[config.mk]
export PLATFORM = sky130hd
export DESIGN_NAME = frac_strobe_gen
export DESIGN_NICKNAME = d
export VERILOG_FILES = /design/src/rtl/frac_strobe_pkg.sv /design/src/rtl/fs_op_select.sv /design/src/rtl/fs_phase_acc.sv /design/src/rtl/fs_wrap_flag.sv /design/src/rtl/frac_strobe_gen.sv
export SDC_FILE = /design/constraint.sdc
export NUM_CORES = 1
export LEC_CHECK = 0
export BUFFER_PORTS_ARGS = -buffer_cell sky130_fd_sc_hd__clkbuf_2
export CAP_MARGIN = 20
export CORE_UTILIZATION = 47
export CTS_CLUSTER_SIZE = 25
export DETAILED_ROUTE_END_ITERATION = 6
export PLACE_DENSITY = 0.71
export SLEW_MARGIN = 20
export SYNTH_ARGS = -nofsm -noshare
export SYNTH_HDL_FRONTEND = slang
export SYNTH_SLANG_ARGS = --single-unit
[constraint.sdc]
create_clock -name clk -period 9.7 [get_ports clk]
set_clock_uncertainty 0.2 [all_clocks]
set_input_delay 1.94 -clock clk [delete_from_list [all_inputs] [get_ports clk]]
set_output_delay 1.94 -clock clk [all_outputs]
set_load 0.01 [all_outputs]
[src/rtl/frac_strobe_pkg.sv]
package frac_strobe_pkg;

  // Operand chosen for the single accumulator adder
  typedef enum logic [1:0] {
    OP_STEP   = 2'd0,   // subtract M
    OP_DOUBLE = 2'd1,   // subtract 2M, cycle after a wrap
    OP_WRAP   = 2'd2    // add N, step skipped
  } op_sel_e;

endpackage

[src/rtl/fs_op_select.sv]
module fs_op_select
  import frac_strobe_pkg::*;
#(
  parameter int MOD_W  = 16,
  parameter int RATE_W = MOD_W - 1,
  parameter int ACC_W  = MOD_W + 1
) (
  input  logic              acc_neg,
  input  logic              post_wrap,
  input  logic [MOD_W-1:0]  modulus,
  input  logic [RATE_W-1:0] rate,
  output logic [ACC_W-1:0]  operand,
  output logic              carry_in
);

  localparam int MPAD = ACC_W - RATE_W;

  op_sel_e          sel;
  logic [ACC_W-1:0] mod_ext;
  logic [ACC_W-1:0] step_ext;
  logic [ACC_W-1:0] dbl_ext;

  // Wrap handling has priority over the make-up cycle
  always_comb begin
    if (acc_neg)        sel = OP_WRAP;
    else if (post_wrap) sel = OP_DOUBLE;
    else                sel = OP_STEP;
  end

  always_comb begin
    mod_ext  = {{(ACC_W-MOD_W){1'b0}}, modulus};
    step_ext = {{MPAD{1'b0}}, rate};
    dbl_ext  = {{(MPAD-1){1'b0}}, rate, 1'b0};
  end

  // Subtraction uses the one's complement plus carry-in, keeping one adder
  always_comb begin
    unique case (sel)
      OP_WRAP: begin
        operand  = mod_ext;
        carry_in = 1'b0;
      end
      OP_DOUBLE: begin
        operand  = ~dbl_ext;
        carry_in = 1'b1;
      end
      default: begin
        operand  = ~step_ext;
        carry_in = 1'b1;
      end
    endcase
  end

endmodule

[src/rtl/fs_phase_acc.sv]
module fs_phase_acc #(
  parameter int ACC_W = 17
) (
  input  logic             clk,
  input  logic             rst_n,
  input  logic [ACC_W-1:0] operand,
  input  logic             carry_in,
  output logic [ACC_W-1:0] acc_q,
  output logic             acc_neg
);

  logic [ACC_W-1:0] acc_d;
  logic             acc_en;

  // Next state: the only adder in the loop
  always_comb begin
    acc_en = 1'b1;
    acc_d  = acc_q + operand + {{(ACC_W-1){1'b0}}, carry_in};
  end

  always_ff @(posedge clk or negedge rst_n) begin
    if (!rst_n)      acc_q <= '0;
    else if (acc_en) acc_q <= acc_d;
  end

  assign acc_neg = acc_q[ACC_W-1];

endmodule

[src/rtl/fs_wrap_flag.sv]
module fs_wrap_flag (
  input  logic clk,
  input  logic rst_n,
  input  logic acc_neg,
  output logic flag_q
);

  logic flag_d;
  logic flag_en;

  always_comb begin
    flag_en = 1'b1;
    flag_d  = acc_neg;
  end

  always_ff @(posedge clk or negedge rst_n) begin
    if (!rst_n)       flag_q <= 1'b0;
    else if (flag_en) flag_q <= flag_d;
  end

endmodule

[src/rtl/frac_strobe_gen.sv]
module frac_strobe_gen #(
  parameter  int MOD_W  = 16,
  localparam int RATE_W = MOD_W - 1
) (
  input  logic              clk,
  input  logic              rst_n,
  input  logic [MOD_W-1:0]  modulus_i,
  input  logic [RATE_W-1:0] rate_i,
  output logic              pulse_o
);

  localparam int ACC_W = MOD_W + 1;

  logic [ACC_W-1:0] operand;
  logic             carry_in;
  logic [ACC_W-1:0] acc_q;
  logic             acc_neg;
  logic             post_wrap;

  fs_op_select #(.MOD_W(MOD_W), .RATE_W(RATE_W), .ACC_W(ACC_W)) sel_i (
    .acc_neg   (acc_neg),
    .post_wrap (post_wrap),
    .modulus   (modulus_i),
    .rate      (rate_i),
    .operand   (operand),
    .carry_in  (carry_in)
  );

  fs_phase_acc #(.ACC_W(ACC_W)) acc_i (
    .clk      (clk),
    .rst_n    (rst_n),
    .operand  (operand),
    .carry_in (carry_in),
    .acc_q    (acc_q),
    .acc_neg  (acc_neg)
  );

  fs_wrap_flag flag_i (
    .clk     (clk),
    .rst_n   (rst_n),
    .acc_neg (acc_neg),
    .flag_q  (post_wrap)
  );

  // The make-up flag doubles as the strobe
  assign pulse_o = post_wrap;


  wrap_to_pulse_chk: assert property (@(posedge clk) disable iff (!rst_n)
    acc_neg |=> pulse_o);


  single_cycle_pulse_chk: assert property (@(posedge clk) disable iff (!rst_n)
    pulse_o |=> !pulse_o);


  post_wrap_nonneg_chk: assert property (@(posedge clk) disable iff (!rst_n)
    pulse_o |-> !acc_neg);


  zero_rate_hold_chk: assert property (@(posedge clk) disable iff (!rst_n)
    (!acc_neg && rate_i == '0) |=> !acc_neg);


  rate_limit_chk: assert property (@(posedge clk) disable iff (!rst_n)
    {1'b0, rate_i, 1'b0} <= {1'b0, modulus_i});


  reset_restart_chk: assert property (@(posedge clk) disable iff (!rst_n)
    $rose(rst_n) |-> (!pulse_o && acc_q == '0));

endmodule

# == Word level (Yosys, flattened, before mapping) ==
# Cells that the tools add are included.
# classes
n_reduce_logical,0
shift,0
eq_ne,2
n_mul,0
order_cmp,0
n_div,0
n_addsub,2
mux,4
n_bitwise,2
# op_table
op,n
17-bit case mux with 2 select lines,1
17-bit by 1-bit adder with 17-bit output,1
17-bit adder,1
15-bit inverter with 17-bit output,1
16-bit inverter with 17-bit output,1
2-bit by 1-bit equality test with 1-bit output (second input constant),1
2-bit equality test (second input constant),1
1-bit 2-to-1 mux,2
2-bit 2-to-1 mux,1
# word_totals
wordCells,12
regBits,18
mem_count,0
mem_bits_rw,0
rom_bits,0
latchBits,0
output_inout_bits,1
input_bits,33

# == Longest topological paths before layout ==
# Gate-level depths: netlist of run 1.
# logic_depth
depth_word,6
mapped_depth,12
ltp_nobuf,10

# == By module ==
# Synthesis of run 1 repeated with hierarchy kept, for this count alone.
# hier_totals
cells_unflattened,180
area_unflattened_um2,1672.9
# modules_own_cells
mod,instances,cells_per_inst,seq_area_each_um2,area_each_um2
fs_phase_acc,1,126,425.4,1229.9
fs_op_select,1,53,0.0,417.9
fs_wrap_flag,1,1,25.0,25.0

# == Worst setup path after synthesis of run 1 ==
# Ideal clock, no wire load.
# synth_timing
kind,input to register
startpoint,input port modulus_i[0]
endpoint,register acc_i.acc_q[16]
arrival_ns,3.730
setup_ns,0.094
setup_slack_ns,5.677
path_stages,9
n_path_buf,0
cell_sequence,a2bb2oi_1 > fa_1 > inv_1 > fa_1 > nand2b_1 > a21oi_1 > o21a_1 > a221o_1 > a221oi_2
# synth_via
elab_chain_len,3
# synth_lines
element,line,rtl
"start, declared",frac_strobe_gen.sv:7,"input logic [MOD_W-1:0] modulus_i,"
17-bit case mux with 2 select lines,fs_op_select.sv:38,unique case (sel)
17-bit adder,fs_phase_acc.sv:18,"acc_d = acc_q + operand + {{(ACC_W-1){1'b0}}, carry_in};"
17-bit by 1-bit adder with 17-bit output,fs_phase_acc.sv:18,
net acc_i.acc_d[16],fs_phase_acc.sv:12,logic [ACC_W-1:0] acc_d;
"end signal, assigned",fs_phase_acc.sv:22,if (!rst_n) acc_q <= '0;
"end signal, assigned",fs_phase_acc.sv:23,else if (acc_en) acc_q <= acc_d;
"end, declared",fs_phase_acc.sv:8,"output logic [ACC_W-1:0] acc_q,"
# The timed path passes the listed nets, and every way through them passes these cells.

# == Worst setup path after layout of run 1 ==
# layout_timing
startpoint,input port rate_i[1]
endpoint,register acc_i.acc_q[9]
# layout_via
elab_chain_len,4
# layout_lines
element,line,rtl
"start, declared",frac_strobe_gen.sv:8,"input logic [RATE_W-1:0] rate_i,"
15-bit inverter with 17-bit output or 16-bit inverter with 17-bit output (tied branches),"fs_op_select.sv:48, fs_op_select.sv:44",
17-bit case mux with 2 select lines (*),fs_op_select.sv:38,
17-bit adder (*),fs_phase_acc.sv:18,
17-bit by 1-bit adder with 17-bit output (*),fs_phase_acc.sv:18,
net acc_i.acc_d[9],fs_phase_acc.sv:12,
# Mark *: on every way through the listed nets, which the timed path passes. The rest lies on a longest branch.

==> reports/metrics.yaml, run 1 <==
yosysWarnings: 0
netlist.area_leader.share_pct: 28.69
cts_resized: 0
power.total_uw: 803.4
cp_max_fo: 4
yosys-top-cells-count: "23 x nand2_1, 19 x o21ai_0, 18 x dfrtp_1"
cp.arrival_ns: 4.18
fin_setup_tns_ns: 0
synthToLayoutAreaGrowth_pct: 14.66
postCtsSetupBuffers: 0
n_antenna_cell: 0
synth_cells: 180
p_switching_uw: 390.5
seq_area_frac_synth_pct: 28.69
start_util_pct: 50.60
period_share_pct: 43.21
setup_slack_ns: 5.509
grtUsageTotal_pct: 23.23
die_x_um: 59.80
p_int_uw: 412.9
seq_power_share_pct: 20.7
crit_required_ns: 9.69
timing.fmax_ghz: 0.2386
vdd_drop_max_uv: 188.6
hold_ws_ns: 0.3794
syn_area_um2: 1570
vias: 1444
cts_buffers: 3
end_kind: "flop"
root_buffer: "clkbuf_4"
io_pins: 34
synthArstFlopShare_pct: 100.0
coreArea_um2: 3103
dp_hpwl_um: 2834
wl_per_cell_um: 14.54
critPathKind: "in2reg"
power.density_nw_per_um2: 446.2
utilization_pct: 58.02
slew_violations: 0
rsz0062_at_grt: "false"
yosysUniqueCellTypes: 34
vias_per_cell: 5.685
cts_tree: "built"
drive_gt1_share_pct: 25.24
nNetsFinal: 261
fp.dieArea_um2: 3576
grt-ovfl-total: 0
synth_top_area_cell: "dfrtp_1"
postRouteAntennaNets: 0
min_path_type: "reg2reg"
synth.avg_cell_area_um2: 8.724
slew_headroom_pct: 43.62
grt_pass1_vias: 1460
grt_max_degree: 32
yosys-top-cells-area: "dfrtp_1 29%, ha_1 12%, mux2_2 9.3%"
tightest_slew_ns: 0.8457
drt-pass1-iter-count: 6
setup_viol: 0
swShare_pct: 48.61
synth_edf_count: 0
grt_first_pass_wirelength_um: 6279
dp.cells: 250
p_leak_nw: 0.8789
clkSinkCount: 18
die_h_um: 59.80
place_congestion: 0.8852
clkPwrFrac_pct: 6.2
final_hold_viol_count: 0
finalNonFillerCells: 254
routed_wl_um: 3692
clk_pin_slew_worst_paths_ns: 0.13
htree_levels: 1
fin_crit_ns: 4.191
io_buffers: 33
syn_nets: 230
pre_cts_ws_ns: 5.260
ys_ff_latch: 18
drc: 0
holdBufCountCts: 0
status: "completed"
ctsLongestPathBuffers: 2
cap_violations: 0
antenna_found_initial: 0
clk-insertion-delay-late_ns: 0.30
dpl_cell_area_um2: 1764
ff2ff_setup_slack_ns: 6.21
yosysMostFrequentCell: "nand2_1"
final_cell_area_um2: 1800
ys.flop_type: "dfrtp_1"
rows: 20
dr.first_iter.drc_count: 71
start_kind: "input pin"
combPwrFrac_pct: 73.1
## registers in the layout (all words and copies together) (netlist names)
register / cells
flag_i.flag_q: 1
acc_i.acc_q: 17
## layout make-up
type	instances	area, µm²
Inverter	9	33.78
Timing Repair Buffer	33	165.2
Clock buffer	4	36.28
Multi-Input combinational cell	146	1060
Sequential cell	18	450.4
Tap cell	44	55.05
Fill cell	301	1303
## kinds of logic (layout without fill, tap and decap cells)
group / after synthesis / after routing / share of synthesized area, %
mux: 15 / 15 / 10.60
fa+ha+maj: 17 / 17 / 14.50
simple gates: 48 / 48 / 14.02
buf+inv: 16 / 46 / 3.825
compound gates: 56 / 56 / 22.79
flops: 18 / 18 / 28.69
xor+xnor: 10 / 10 / 5.578
## critical path: stages
cell,delay (ns)
clkbuf_2,0.08
nor2b_1,0.12
a211oi_1,0.29
a21o_1,0.15
ha_1,0.24
a211oi_1,0.40
nor3_1,0.17
o21ai_0,0.23
or4b_1,0.45
o311ai_0,0.11
## final timing paths
path | start | cells after the start | to
min in group asynchronous | rst_n | 1 | acc_i.acc_q[10]
worst min register to register | acc_i.acc_q[0] | 1 | acc_i.acc_q[0]
worst max register to register | acc_i.acc_q[16] | 10 | acc_i.acc_q[16]
worst min-delay path | acc_i.acc_q[0] | 1 | acc_i.acc_q[0]
max in group asynchronous | rst_n | 1 | acc_i.acc_q[2]
worst max-delay path | rate_i[1] | 10 | acc_i.acc_q[9]
## power by group through the flow
stage | Combinational, mW | Clock (mW) | Sequential, mW
6_report | 0.587 | 0.0501 | 0.166
5_1_grt | 0.664 | 0.0534 | 0.173
3_3_place_gp | 0.559 | 0 | 0.165
4_1_cts | 0.581 | 0.0490 | 0.166
2_1_floorplan | 0.493 | 0 | 0.140
3_5_place_dp | 0.576 | 0 | 0.168
## placed cells by master, fill, tap and decap left out, types with 4 or more instances in the layout
| cell | synthesis | routed |
|---|---|---|
| nor2_1 | 8 | 8 |
| nand3_1 | 4 | 4 |
| a21o_1 | 5 | 5 |
| clkbuf_2 | 0 | 33 |
| nand2_1 | 23 | 23 |
| ha_1 | 15 | 15 |
| inv_1 | 9 | 9 |
| o21ai_0 | 19 | 19 |
| a21oi_1 | 13 | 13 |
| nor3_1 | 4 | 4 |
| dfrtp_1 | 18 | 18 |
| xnor2_1 | 7 | 7 |
| mux2_2 | 13 | 13 |
## metal layers
metal  share of wire, %  global-route usage (%)  vias to the layer above
met2                 47                   39.84                       53
li1                   -                       -                      709
met1                 46                   29.81                      674
met4                1.7                   7.309                        0
met5                  0                       0                        -
met3                4.7                   3.463                        8
(Power assumes the default switching activity.)
==> run 2, diff against run 1 <==
==> constraint.sdc (replaced) <==
create_clock -name clk -period 4 [get_ports clk]
set_clock_uncertainty 0.2 [all_clocks]
set_input_delay 0.8 -clock clk [delete_from_list [all_inputs] [get_ports clk]]
set_output_delay 0.8 -clock clk [all_outputs]
set_load 0.01 [all_outputs]
==> run 2 against run 1 <==
  * Power grew 140%
  * Clock power grew 85%
  * Sequential share of layout area grew 0.087 points
  * Worst setup slack lost 4.9 ns
  * Core utilization shrank 0.20 points
  * Global-route usage shrank 1.3 points
  * Flip-flop and latch count is the same
  * Wire length shrank 4.6%
  * Final area shrank 0.35%
  * Register-to-register slack lost 5.6 ns
  * Count of clock-buffer cells in the layout shrank 1
  * Critical endpoint unchanged
  * Largest power group unchanged
  * Highest routed layer is now met3
==> reports/metrics.yaml, run 2 (same netlist as run 1, synthesis figures left out) <==
grt_pass1_vias: 1377
fillers: 293
fp.dieArea_um2: 3576
die_x_um: 59.80
power.density_nw_per_um2: 1070
clk-insertion-delay-late_ns: 0.29
multi_input_area_um2: 1060
io_buffers: 33
end_kind: "flop"
dp_hpwl_um: 2818
postCtsSetupBuffers: 0
p_leak_nw: 0.8764
slew_headroom_pct: 56.93
final_cell_area_um2: 1794
routed_wl_um: 3523
regArea_um2: 450.4
grt_max_degree: 22
clk_pin_slew_worst_paths_ns: 0.11
dpl_cell_area_um2: 1772
grtUsageTotal_pct: 21.97
top_register: "acc_i.acc_q"
clkSinkCount: 18
min_path_type: "in2async"
timing.fmax_ghz: 0.2968
ctsLongestPathBuffers: 2
final_cell_mix: "33 x clkbuf_2, 23 x nand2_1, 19 x o21ai_0, 18 x dfrtp_1, 15 x ha_1"
rsz0062_at_grt: "false"
cts_resized: 0
grt_first_pass_wirelength_um: 5940
critPathKind: "reg2reg"
start_util_pct: 50.60
cp_max_fo: 18
final_hold_viol_count: 0
wl_per_cell_um: 13.87
nNetsFinal: 262
die_h_um: 59.80
startpoint: "flag_i.flag_q"
tightest_slew_ns: 0.6461
r2r_start: "flag_i.flag_q"
utilization_pct: 57.82
root_buffer: "clkbuf_4"
final_common_cell: "clkbuf_2"
status: "completed"
vdd_drop_max_uv: 433.1
holdBufCountCts: 0
slew_violations: 0
place_congestion: 0.8825
fin_crit_ns: 3.369
dr.first_iter.drc_count: 95
cts_buffers: 3
drive_gt1_share_pct: 25.24
start_kind: "flop"
drt-pass1-iter-count: 4
cap_violations: 0
io_pins: 34
grt-ovfl-total: 0
vias_per_cell: 5.630
period_share_pct: 84.23
drc: 0
rows: 20
pre_cts_ws_ns: 0.7061
reg_top3: "acc_i.acc_q x17, flag_i.flag_q x1"
n_antenna_cell: 0
antenna_found_initial: 0
coreArea_um2: 3103
crit_required_ns: 3.97
vias: 1430
setup_viol: 0
postRouteAntennaNets: 0
largest_reg_flops: 17
cts_tree: "built"
cp.arrival_ns: 3.34
setup_slack_ns: 0.6308
fin_setup_tns_ns: 0
htree_levels: 1
synthToLayoutAreaGrowth_pct: 14.26
## run 2: final timing paths
| path | endpoint | slack (ns) | cells past startpoint |
|---|---|---|---|
| hold reg to reg | acc_i.acc_q[0] | 0.37 | 1 |
| min in group clk | acc_i.acc_q[0] | 0.37 | 1 |
| hold / removal | acc_i.acc_q[15] | 0.25 | 1 |
| setup / recovery | acc_i.acc_q[9] | 0.63 | 8 |
| max in group asynchronous | acc_i.acc_q[8] | 3.02 | 1 |
| setup reg to reg | acc_i.acc_q[9] | 0.63 | 8 |
## run 2: metrics by stage
| step | total power, mW | std cells | hold slack, ns |
|---|---|---|---|
| 4_1_cts | 1.911 | 254 | 0.2651 |
| 2_1_floorplan | 1.535 | 180 | 0.1917 |
| 6_report | 1.919 | 254 | 0.2454 |
| 5_1_grt | 2.130 | 254 | 0.2734 |
| 3_5_place_dp | 1.808 | 251 | 0.3381 |
| 3_3_place_gp | 1.763 | 251 | 0.3473 |
## run 2: worst max-delay path: stages, from the launching register on
cell and delay [ns]:
dfrtp_1 0.77, mux2_2 0.40, o21ai_0 0.15, ha_1 0.30, a21oi_1 0.29, o21ai_0 0.27
o21ai_0 0.27, or4b_1 0.46, o311ai_0 0.13
## run 2: per-layer routing
metal  share of wire [%]  up-vias  global-route usage, %
met1                  48      664                  28.11
met5                   0        -                      0
met2                  48       47                  39.52
met4                   0        0                  4.983
met3                 4.0        0                  2.165
li1                    -      719                      -
## run 2: layout make-up
class / instances / share of cell area [%]
Tap cell: 44 / 3.068
Clock buffer: 3 / 1.255
Inverter: 9 / 1.883
Multi-Input combinational cell: 146 / 59.07
Sequential cell: 18 / 25.10
Timing Repair Buffer: 34 / 9.623
## run 2: power breakdown
group | switching (mW) | internal (mW)
sequential | 0.0764 | 0.302
clock | 0.0576 | 0.0350
combinational | 0.799 | 0.649
total | 0.933 | 0.986
==> run 3, diff against run 2 <==
--- a/config.mk
+++ b/config.mk
@@ -5,12 +5,13 @@
 export SDC_FILE = /design/constraint.sdc
 export NUM_CORES = 1
 export LEC_CHECK = 0
+export ABC_AREA = 1
 export BUFFER_PORTS_ARGS = -buffer_cell sky130_fd_sc_hd__clkbuf_2
 export CAP_MARGIN = 20
 export CORE_UTILIZATION = 47
 export CTS_CLUSTER_SIZE = 25
 export DETAILED_ROUTE_END_ITERATION = 6
-export PLACE_DENSITY = 0.71
+export PLACE_DENSITY = 0.7
 export SLEW_MARGIN = 20
 export SYNTH_ARGS = -nofsm -noshare
 export SYNTH_HDL_FRONTEND = slang
==> constraint.sdc (replaced) <==
create_clock -name clk -period 3.1 [get_ports clk]
set_clock_uncertainty 0.2 [all_clocks]
set_input_delay 0.62 -clock clk [delete_from_list [all_inputs] [get_ports clk]]
set_output_delay 0.62 -clock clk [all_outputs]
set_load 0.01 [all_outputs]
==> run 3 against run 2 <==
  * Flip-flop and latch count is the same
  * Count of clock-buffer cells in the layout is the same
  * First-iteration DRC count shrank 22%
  * Core utilization grew 0.40 points
  * Non-clock buffer count grew 1
  * Wire length grew 12%
  * Sequential share of layout area shrank 2.8 points
  * Largest cell class unchanged
==> reports/metrics.yaml, run 3 <==
dp_hpwl_um: 3270
io_buffers: 33
fp.dieArea_um2: 4002
cp.arrival_ns: 2.54
cts_resized: 0
drc: 0
die_h_um: 63.27
largest_reg_flops: 17
reg_top3: "acc_i.acc_q x17, flag_i.flag_q x1"
rows: 21
grt-ovfl-total: 0
synth_cells: 252
cts_tree: "built"
dr.first_iter.drc_count: 74
final_hold_viol_count: 0
io_pins: 34
synth_edf_count: 0
cpPeakStageDelay_ns: 0.42
drive_gt1_share_pct: 24.04
start_kind: "flop"
n_antenna_cell: 0
ys.flop_type: "dfrtp_1"
grt_first_pass_wirelength_um: 6762
postRouteAntennaNets: 0
slew_violations: 0
fin_crit_ns: 2.605
timing.critical_path.buf_inv: 4
status: "completed"
wl_per_cell_um: 11.83
path_cells: "inv_2, nand2_1, inv_2, a21oi_1, fa_1, inv_1, fa_1, inv_1, nand3_1, nand3_2, nand2_1, nand3_1, xor2_1"
fillers: 351
synthArstFlopShare_pct: 100.0
finalNonFillerCells: 333
drt-pass1-iter-count: 4
cap_violations: 0
setup_viol: 0
seq_area_frac_synth_pct: 25.53
fin_setup_tns_ns: 0
synth.avg_cell_area_um2: 7.001
root_buffer: "clkbuf_8"
clk-insertion-delay-late_ns: 0.26
ys_ff_latch: 18
clkSinkCount: 18
yosysMostFrequentCell: "nand2_1"
place_congestion: 0.8395
timing.fmax_ghz: 0.3839
yosysUniqueCellTypes: 27
yosys-top-cells-count: "78 x nand2_1, 40 x inv_1, 24 x nor2_1"
cts_buffers: 3
final_common_cell: "nand2_1"
vias_per_cell: 5.012
dp.cells: 330
crit_required_ns: 3.04
yosys-top-cells-area: "dfrtp_1 26%, nand2_1 17%, ha_1 11%"
tightest_slew_ns: 0.4850
nNetsFinal: 339
clk_pin_slew_worst_paths_ns: 0.08
synth_top_area_cell: "dfrtp_1"
crit_family: "adder cells"
grt_max_degree: 19
die_x_um: 63.27
htree_levels: 1
ctsLongestPathBuffers: 2
grtUsageTotal_pct: 21.66
min_path_type: "in2async"
postCtsSetupBuffers: 0
start_util_pct: 50.87
yosysWarnings: 0
period_share_pct: 84.03
syn_area_um2: 1764
syn_nets: 302
top_register: "acc_i.acc_q"
coreArea_um2: 3468
netlist.area_leader.share_pct: 25.53
synthToLayoutAreaGrowth_pct: 14.47
grt_pass1_vias: 1581
slew_headroom_pct: 67.67
rsz0062_at_grt: "false"
vias: 1669
cp_max_fo: 18
antenna_found_initial: 0
utilization_pct: 58.23
critPathKind: "reg2reg"
routed_wl_um: 3938
cp_slowest_cell: "fa_1"
end_kind: "flop"
final_cell_mix: "78 x nand2_1, 40 x inv_1, 33 x clkbuf_2, 24 x nor2_1, 18 x dfrtp_1"
holdBufCountCts: 0
run 3: cell types whose count changed in the layout (fill, tap and decap cells not counted), sizes merged, moves of 5 or more:
cell and change:
a21o -5, a221oi +12, inv +38, mux2 -13, nand2 +64, nand3 +8, nor2 +17, o21ai -16
xnor2 -5
run 3: area by class of cell:
cell class	instances	area (µm²)	share of cell area [%]
Timing Repair Buffer	35	180.2	8.922
Multi-Input combinational cell	184	1114	55.14
Inverter	47	176.4	8.736
Sequential cell	18	450.4	22.30
Tap cell	46	57.56	2.850
Clock buffer	3	41.29	2.045
run 3: layer usage:
layer  wire length (µm)  global-route usage, %  part of all wire (%)
met5                  0                      0                     0
met4                 51                  7.102                   1.3
met3                152                  2.355                   3.9
met2               1711                  35.22                    43
met1               2023                  29.81                    51
run 3: worst paths after layout:
path / end / start / depth (start not counted) / slack, ns
hold / removal: acc_i.acc_q[9] / rst_n / 1 / 0.11
setup reg to reg: acc_i.acc_q[8] / acc_i.acc_q[16] / 13 / 0.50
setup / recovery: acc_i.acc_q[8] / acc_i.acc_q[16] / 13 / 0.50
max in group asynchronous: acc_i.acc_q[8] / rst_n / 1 / 2.26
hold reg to reg: flag_i.flag_q / acc_i.acc_q[16] / 0 / 0.24
min in group clk: flag_i.flag_q / acc_i.acc_q[16] / 0 / 0.24
run 3: logic make-up after synthesis:
kind of cell / Yosys count / share of synthesized area (%)
compound gates: 28 / 14.26
xor+xnor: 7 / 3.475
fa+ha+maj: 17 / 12.91
buf+inv: 50 / 11.35
flops: 18 / 25.53
simple gates: 132 / 32.48
run 3: per-stage QoR:
stage | worst slack [ns] | hold slack [ns] | instance area [µm²]
detailed placement | 0.5078 | 0.2179 | 1978
global placement | 0.5539 | 0.2115 | 1978
global route | 0.2820 | 0.1431 | 2019
CTS | 0.4915 | 0.1244 | 2019
finish | 0.4952 | 0.1084 | 2019
floorplan | 0.7328 | 0.1244 | 1764
Power of run 3 is left out: the tool's default activity adds up to more than one toggle a clock period on the data nets, which glitch-free logic cannot reach.
